[src/rtl/minsum_vn_pkg.sv]
package minsum_vn_pkg;

    localparam int VN_MSG_W_DEFAULT = 5;
    localparam int VN_WC_DEFAULT    = 3;

    // Accumulator width that holds (wc+1) maximum magnitudes plus sign.
    function automatic int vn_acc_width(input int msg_w, input int wc);
        return msg_w + $clog2(wc + 1);
    endfunction

endpackage

[src/rtl/vn_sm_to_tc.sv]
module vn_sm_to_tc #(
    parameter int MSG_W = 5,
    parameter int OUT_W = 7
) (
    input  logic [MSG_W-1:0]        sm_in,
    output logic signed [OUT_W-1:0] tc_out
);
    logic signed [OUT_W-1:0] mag_ext;

    always_comb begin
        mag_ext = $signed({{(OUT_W-MSG_W+1){1'b0}}, sm_in[MSG_W-2:0]});
        // A signed zero magnitude negates to zero, so -0 reads as 0.
        tc_out  = sm_in[MSG_W-1] ? -mag_ext : mag_ext;
    end
endmodule

[src/rtl/vn_tc_sat_to_sm.sv]
module vn_tc_sat_to_sm #(
    parameter int IN_W  = 7,
    parameter int MSG_W = 5
) (
    input  logic signed [IN_W-1:0] tc_in,
    output logic [MSG_W-1:0]       sm_out
);
    localparam logic [IN_W:0] MAG_MAX = (IN_W+1)'((1 << (MSG_W-1)) - 1);

    logic          is_neg;
    logic [IN_W:0] wide;
    logic [IN_W:0] mag;
    logic [MSG_W-2:0] mag_c;

    always_comb begin
        is_neg = tc_in[IN_W-1];
        wide   = {tc_in[IN_W-1], tc_in};
        mag    = is_neg ? (~wide + 1'b1) : wide;
        if (mag > MAG_MAX) begin
            mag_c = MAG_MAX[MSG_W-2:0];
        end else begin
            mag_c = mag[MSG_W-2:0];
        end
        sm_out = {is_neg && (mag != '0), mag_c};
    end
endmodule

[src/rtl/minsum_vn.sv]
module minsum_vn
    import minsum_vn_pkg::*;
#(
    parameter int MSG_W = VN_MSG_W_DEFAULT,
    parameter int WC    = VN_WC_DEFAULT,
    localparam int ACC_W = vn_acc_width(MSG_W, WC)
) (
    input  logic                    clk,
    input  logic                    rst_n,
    input  logic                    in_valid,
    input  logic                    first_iter,
    input  logic [MSG_W-1:0]        lambda_sm,
    input  logic [WC*MSG_W-1:0]     alpha_sm,
    output logic                    out_valid,
    output logic [WC*MSG_W-1:0]     beta_sm,
    output logic [ACC_W-1:0]        z_out,
    output logic                    hard_bit
);

    typedef struct packed {
        logic                    vld;
        logic                    hard;
        logic signed [ACC_W-1:0] z;
        logic [WC*MSG_W-1:0]     beta;
    } vn_state_t;

    vn_state_t st_d, st_q;

    logic signed [ACC_W-1:0] lambda_tc;
    logic signed [ACC_W-1:0] alpha_tc [WC];
    logic signed [ACC_W-1:0] extr_tc  [WC];
    logic signed [ACC_W-1:0] z_sum;
    logic [WC*MSG_W-1:0]     beta_sat;

    vn_sm_to_tc #(.MSG_W(MSG_W), .OUT_W(ACC_W)) u_lambda_cvt (
        .sm_in  (lambda_sm),
        .tc_out (lambda_tc)
    );

    for (genvar j = 0; j < WC; j++) begin : g_edge
        logic [MSG_W-1:0] alpha_gated;
        assign alpha_gated = first_iter ? '0 : alpha_sm[j*MSG_W +: MSG_W];

        vn_sm_to_tc #(.MSG_W(MSG_W), .OUT_W(ACC_W)) u_alpha_cvt (
            .sm_in  (alpha_gated),
            .tc_out (alpha_tc[j])
        );

        // Extrinsic value: total minus this edge's own contribution.
        assign extr_tc[j] = z_sum - alpha_tc[j];

        vn_tc_sat_to_sm #(.IN_W(ACC_W), .MSG_W(MSG_W)) u_beta_cvt (
            .tc_in  (extr_tc[j]),
            .sm_out (beta_sat[j*MSG_W +: MSG_W])
        );
    end

    always_comb begin
        z_sum = lambda_tc;
        for (int j = 0; j < WC; j++) begin
            z_sum = z_sum + alpha_tc[j];
        end
    end

    always_comb begin
        st_d     = st_q;
        st_d.vld = in_valid;
        if (in_valid) begin
            st_d.z    = z_sum;
            st_d.hard = z_sum[ACC_W-1];
            st_d.beta = beta_sat;
        end
    end

    always_ff @(posedge clk) begin
        if (!rst_n) begin
            st_q <= '0;
        end else begin
            st_q <= st_d;
        end
    end

    assign out_valid = st_q.vld;
    assign beta_sm   = st_q.beta;
    assign z_out     = st_q.z;
    assign hard_bit  = st_q.hard;

endmodule

[config.mk]
export PLATFORM = sky130hd
export DESIGN_NAME = minsum_vn
export DESIGN_NICKNAME = d
export VERILOG_FILES = /design/src/rtl/minsum_vn_pkg.sv /design/src/rtl/vn_sm_to_tc.sv /design/src/rtl/vn_tc_sat_to_sm.sv /design/src/rtl/minsum_vn.sv
export SDC_FILE = /design/constraint.sdc
export NUM_CORES = 1
export LEC_CHECK = 0
export ABC_CLOCK_PERIOD_IN_PS = 6300
export BUFFER_PORTS_ARGS = -buffer_cell sky130_fd_sc_hd__buf_2
export CAP_MARGIN = 0
export CORE_MARGIN = 8
export CORE_UTILIZATION = 53
export DETAILED_ROUTE_END_ITERATION = 10
export PLACE_DENSITY = 0.78
export SKIP_CTS_REPAIR_TIMING = 1
export SYNTH_ARGS = -nofsm -noshare
export SYNTH_HDL_FRONTEND = slang
export SYNTH_SLANG_ARGS = --single-unit
[constraint.sdc]
create_clock -name clk -period 6.3 [get_ports clk]
set_input_delay 1.26 -clock clk [delete_from_list [all_inputs] [get_ports clk]]
set_output_delay 1.26 -clock clk [all_outputs]
set_load 0.005 [all_outputs]
=== After elaboration in Yosys (flattened, before gate mapping) ===
Cells that the tools add are included.

* Bits in registers: 24
* Bits of input ports: 24
* Output and inout port bits: 24
* Word-level logic and storage cells: 42

* $add $sub $neg: 13
* $lt $le $gt $ge: 3
* Muxes and demuxes: 13
* Bitwise gates (word level): 3
* Reductions and logical operators: 6

{| class="wikitable"
|+ Operators with widths
! operator !! number
|-
| $mux W7 || 4
|-
| $neg A4 Y7 || 4
|-
| $add A8 B1 Y8 const B || 3
|-
| $gt A8 B4 Y1 const B || 3
|-
| $mux W8 || 3
|-
| $not A8 Y8 || 3
|-
| $reduce_bool A8 Y1 || 3
|-
| $add A7 B7 Y7 || 3
|-
| $sub A7 B7 Y7 || 3
|-
| $mux W5 || 3
|-
| $mux W4 || 3
|-
| $logic_and A1 B1 Y1 || 3
|}

=== Depth between registers and ports, before layout ===
* Word-level depth: 12
* Gate-level depth with buffers: 23

=== Hierarchy ===
Synthesis repeated with hierarchy kept, for this count alone.

* Cell total of the unflattened synthesis: 369
* Area total of the unflattened synthesis: 3131.8 um^2

{| class="wikitable"
|+ By module, submodules not included
! module !! times used !! cells an instance !! area an instance (um^2)
|-
| minsum_vn || 1 || 225 || 2135.8
|-
| vn_tc_sat_to_sm || 3 || 28 || 200.2
|-
| vn_sm_to_tc || 4 || 15 || 98.8
|}

=== Worst setup path after synthesis ===
No wires, ideal clock.

* Kind: input-to-reg
* From: in first_iter
* To: reg st_q, in the netlist beta_sm[8]
* Arrival: 5944 ps
* Slack: 230 ps
* Cell stages on the path: 21
* Buffers on the path: 2
* Cells stage by stage: clkbuf_1 > nand2b_1 > ha_1 > mux2i_1 > nor2_1 > inv_1 > fa_1 > inv_1 > fa_1 > ha_1 > fa_1 > xor2_1 > ha_1 > clkbuf_1 > o21a_1 > o31a_1 > or4_4 > nand4_4 > xor2_4 > mux2i_1 > a31oi_1

* Longest elaborated chain between the ends: 12
* Elaborated cells on any way between the ends: 18

{| class="wikitable"
|+ RTL lines
! element !! RTL line !! source
|-
| start, declared || minsum_vn.sv:11 || <nowiki>input logic first_iter,</nowiki>
|-
| $mux W5 || minsum_vn.sv:42 || <nowiki>assign alpha_gated = first_iter ? '0 : alpha_sm[j*MSG_W +: MSG_W];</nowiki>
|-
| $neg A4 Y7 || vn_sm_to_tc.sv:13 || <nowiki>tc_out = sm_in[MSG_W-1] ? -mag_ext : mag_ext;</nowiki>
|-
| $mux W7 || vn_sm_to_tc.sv:13 ||
|-
| $add A7 B7 Y7 (2 in a row) || minsum_vn.sv:61 || <nowiki>z_sum = z_sum + alpha_tc[j];</nowiki>
|-
| $add A7 B7 Y7 (*) || minsum_vn.sv:61 ||
|-
| via z_sum[3] || minsum_vn.sv:32 || <nowiki>logic signed [ACC_W-1:0] z_sum;</nowiki>
|-
| $sub A7 B7 Y7 (*) || minsum_vn.sv:50 || <nowiki>assign extr_tc[j] = z_sum - alpha_tc[j];</nowiki>
|-
| $not A8 Y8 || vn_tc_sat_to_sm.sv:18 || <nowiki>mag = is_neg ? (~wide + 1'b1) : wide;</nowiki>
|-
| $add A8 B1 Y8 || vn_tc_sat_to_sm.sv:18 ||
|-
| $mux W8 (*) || vn_tc_sat_to_sm.sv:18 ||
|-
| $gt A8 B4 Y1 || vn_tc_sat_to_sm.sv:19 || <nowiki>if (mag > MAG_MAX) begin</nowiki>
|-
| $mux W4 (*) || vn_tc_sat_to_sm.sv:19 ||
|-
| end signal, assigned || minsum_vn.sv:79 || <nowiki>st_q <= st_d;</nowiki>
|-
| end, declared || minsum_vn.sv:27 || <nowiki>vn_state_t st_d, st_q;</nowiki>
|}

The timed path passes the listed nets; every way through them passes the cells marked *.
A chain may end at the register's enable or synchronous reset.

=== Worst setup path after layout ===
* From: in first_iter
* To: reg st_q, in the netlist beta_sm[13]

Same word-level chain as after synthesis.

==> out/metrics.yaml <==
detailed_routing:
  vias: 3039
  drt_pre_antenna_iters: 4
  initialDrtViolationCount: 118
  drt-wirelength-per-cell_um: 15.0
  routed_wl_um: 7920
  drc: 0
  final_antenna_net_count: 0
  drt-vias-per-instance: 5.76
pwr:
  power.switching_mw: 1.10
  switching_share_pct: 50.8
  peakVddDrop_mv: 0.273
  power_frac_seq_pct: 10.3
  p_leak_nw: 1.79
  internal_power_mw: 1.07
  power_mw: 2.17
  comb_power_share_pct: 85.6
  p_per_area_nw_per_um2: 575
  clock_power_share_pct: 4.1
synthesis:
  synth_area_per_cell_um2: 8.37
  synth-async-reset-ratio_pct: 0
  yosys_warnings: 0
  synth_seq_cells: 23
  syn-num-nets: 462
  synth_cells: 391
  yosysTopAreaCell: "dfxtp_1"
  synth_area_leaders: "dfxtp_1, ha_1, fa_1"
  mappedNetlistArea_um2: 3270
  synth-main-ff-cell: "dfxtp_1"
  synth_cell_types: 71
  synth-seq-area-share_pct: 14.1
  synth-edff-count: 0
  netlist.area_leader.share_pct: 14.1
die:
  fp.dieW_um: 94.6
  ioPinCount: 48
  initial_core_util_pct: 55.0
  die_y_um: 94.6
  core_um2: 5960
  rows: 28
  dieArea_um2: 8950
sta:
  fin_crit_sh_pct: 95.2
  rsz0062_at_grt: "no"
  worst_slack_ns: 0.302
  slew_headroom_pct: 63.0
  tns_ns: 0
  finalHoldViolations: 0
  fmax_mhz: 167
  drv_slew: 0
  finalSetupViolations: 0
  fin_crit_ns: 6.00
  skew_ns: 0
  worst_pin_slew_ns: 0.548
final_layout:
  n_antenna_cell: 0
  fin_area_um2: 3770
  nets: 525
  drive_gt1_share_pct: 22.1
  area_delta_synth_final_pct: 15.2
  fin_cells: 528
place:
  portBuffers: 47
  pre_cts_ws_ns: -0.00440
  gp_congestion: 0.889
  postPlaceCellArea_um2: 3700
  dp_hpwl_um: 6680
  dp_cells: 524
status:
  status: "complete, no violations"
setup_path:
  cp.arrival_ns: 6.13
  reg2regPathDepth: 2
  cp-end-kind: "register"
  crit_type: "input port to register"
  cp_max_fo: 7
  r2r_setup_slack_ns: 5.61
  timing.rr.start: "z_out[3]"
  startpoint_type: "input port"
  reg2reg_to: "z_out[3]"
  cp_data_required_time_ns: 6.43
clock_tree:
  cts_tree: "done"
  clockRootBuffer: "clkbuf_8"
  cts.reportedPaths.clkPinSlew_ns: 0.08
  clock_latency_ns: 0.26
  clkSinkCount: 23
  clockBufferDepth: 2
  cts_buffers: 3
  cts-htree-levels: 1
grt:
  grt_max_degree: 28
  grt_pass1_wl_um: 13100
  grt_overflow: 0
  antenna_found_initial: 0
  groute.usage.overall_pct: 17.5
  grt_pass1_vias: 2931
worst_hold_path:
  min-delay-path-class: "register to register"
  worst_hold_path.endpoint: "beta_sm[6]"
  min_path_cells: 2
  hold_start: "beta_sm[6]"
job:
  maxCapViolations: 0
## cells in the final DEF, fill, tap and decap left out, types with 4 or more instances in the layout
| master | n |
|---|---|
| buf_2 | 47 |
| o31ai_1 | 5 |
| nor3_1 | 8 |
| nor2_1 | 23 |
| buf_4 | 21 |
| o21ai_0 | 19 |
| and3_1 | 6 |
| o21a_1 | 5 |
| nor2b_1 | 15 |
| xnor2_1 | 15 |
| a21o_1 | 8 |
| xor2_1 | 6 |
| nand2_1 | 15 |
| a31oi_1 | 8 |
| inv_1 | 42 |
| mux2i_1 | 13 |
| or3_1 | 10 |
| o211ai_1 | 9 |
| dfxtp_1 | 23 |
| nor4_1 | 5 |
| nand3_1 | 4 |
| nand2b_1 | 17 |
| a21oi_1 | 7 |
| fa_1 | 14 |
| ha_1 | 32 |
| or2_2 | 6 |
## power by group through the flow
| stage | Clock (mW) | Sequential (mW) | Combinational, mW |
|---|---|---|---|
| after floorplan | 0 | 0.231 | 1.32 |
| after global placement | 0 | 0.224 | 1.75 |
| after detailed placement | 0 | 0.226 | 1.79 |
| after CTS | 0.0898 | 0.223 | 1.80 |
| after global routing | 0.0954 | 0.229 | 2.06 |
| final | 0.0893 | 0.223 | 1.86 |
## worst max-delay path by stage
stage          cells past startpoint       start  slack (ns)          end
2_1_floorplan                     21  first_iter        0.23   beta_sm[8]
3_3_place_gp                      23  first_iter        0.09   beta_sm[2]
3_5_place_dp                      23  first_iter      -0.004   beta_sm[2]
4_1_cts                           23  first_iter        0.27   beta_sm[2]
5_1_grt                           24  first_iter        0.01   beta_sm[2]
6_report                          19  first_iter        0.30  beta_sm[13]
## worst max-delay path: stages
cell and delay, ns:
buf_2 0.13, nand2b_1 0.17, ha_1 0.28, mux2i_1 0.07
nor2_1 0.14, inv_1 0.10, fa_1 0.50, inv_1 0.06
fa_1 0.48, ha_1 0.24, fa_2 0.61, ha_1 0.30
and3b_1 0.21, nor3_1 0.21, nor2_1 0.09, or4_1 0.51
a2111o_1 0.41, a211oi_2 0.25, a21oi_1 0.10
## flip-flops by register name, summed over array words and instances (netlist names)
signal and count:
beta_sm 15, out_valid 1, z_out 6, hard_bit 1
## cells by family (layout without fill, tap and decap cells)
| kind of cell | after synthesis | after routing | share of synthesized area (%) |
|---|---|---|---|
| and+or+nand+nor | 129 | 129 | 22.8 |
| AOI/OAI and AO/OA | 99 | 99 | 22.0 |
| buffers and inverters | 53 | 115 | 6.65 |
| adders and majority gates | 47 | 47 | 21.4 |
| xor gates and xnor gates | 25 | 25 | 8.52 |
| DFF | 23 | 23 | 14.1 |
| muxes | 15 | 15 | 4.59 |
## routing by layer
| layer | share of wire, % | up-vias | GRT usage (%) |
|---|---|---|---|
| met2 | 47 | 56 | 30.2 |
| met5 | 0 | - | 0 |
| met1 | 48 | 1441 | 22.8 |
| li1 | - | 1532 | - |
| met3 | 3.7 | 10 | 1.83 |
| met4 | 1.4 | 0 | 3.90 |
## synthesized netlist by cell type (4+ instances only)
| cell | n |
|---|---|
| or2_2 | 6 |
| ha_1 | 32 |
| nand3_1 | 4 |
| a21oi_1 | 8 |
| o31ai_1 | 5 |
| nor2b_1 | 15 |
| mux2i_1 | 15 |
| o211ai_1 | 9 |
| and3_1 | 6 |
| a21o_1 | 8 |
| inv_1 | 42 |
| xnor2_1 | 15 |
| dfxtp_1 | 23 |
| o21ai_0 | 20 |
| clkbuf_1 | 7 |
| nor2_1 | 23 |
| fa_1 | 15 |
| o21a_1 | 5 |
| nor4_1 | 5 |
| a31oi_1 | 8 |
| nor3_1 | 8 |
| xor2_1 | 6 |
| nand2_1 | 15 |
| or3_1 | 10 |
| nand2b_1 | 17 |
## metrics by stage
stage	hold slack, ns	utilization [%]
3_5_place_dp	0.448	62.2
3_3_place_gp	0.441	62.2
6_report	0.466	63.3
2_1_floorplan	0.444	-
5_1_grt	0.497	63.3
4_1_cts	0.465	63.0
## final cells by class
type / instances / area (um^2)
Timing Repair Buffer: 68 / 393
Tap cell: 75 / 93.8
Clock buffer: 4 / 45.0
Inverter: 43 / 161
Sequential cell: 23 / 460
Multi-Input combinational cell: 315 / 2620
Fill cell: 543 / 2180
(Power assumes the default switching activity.)
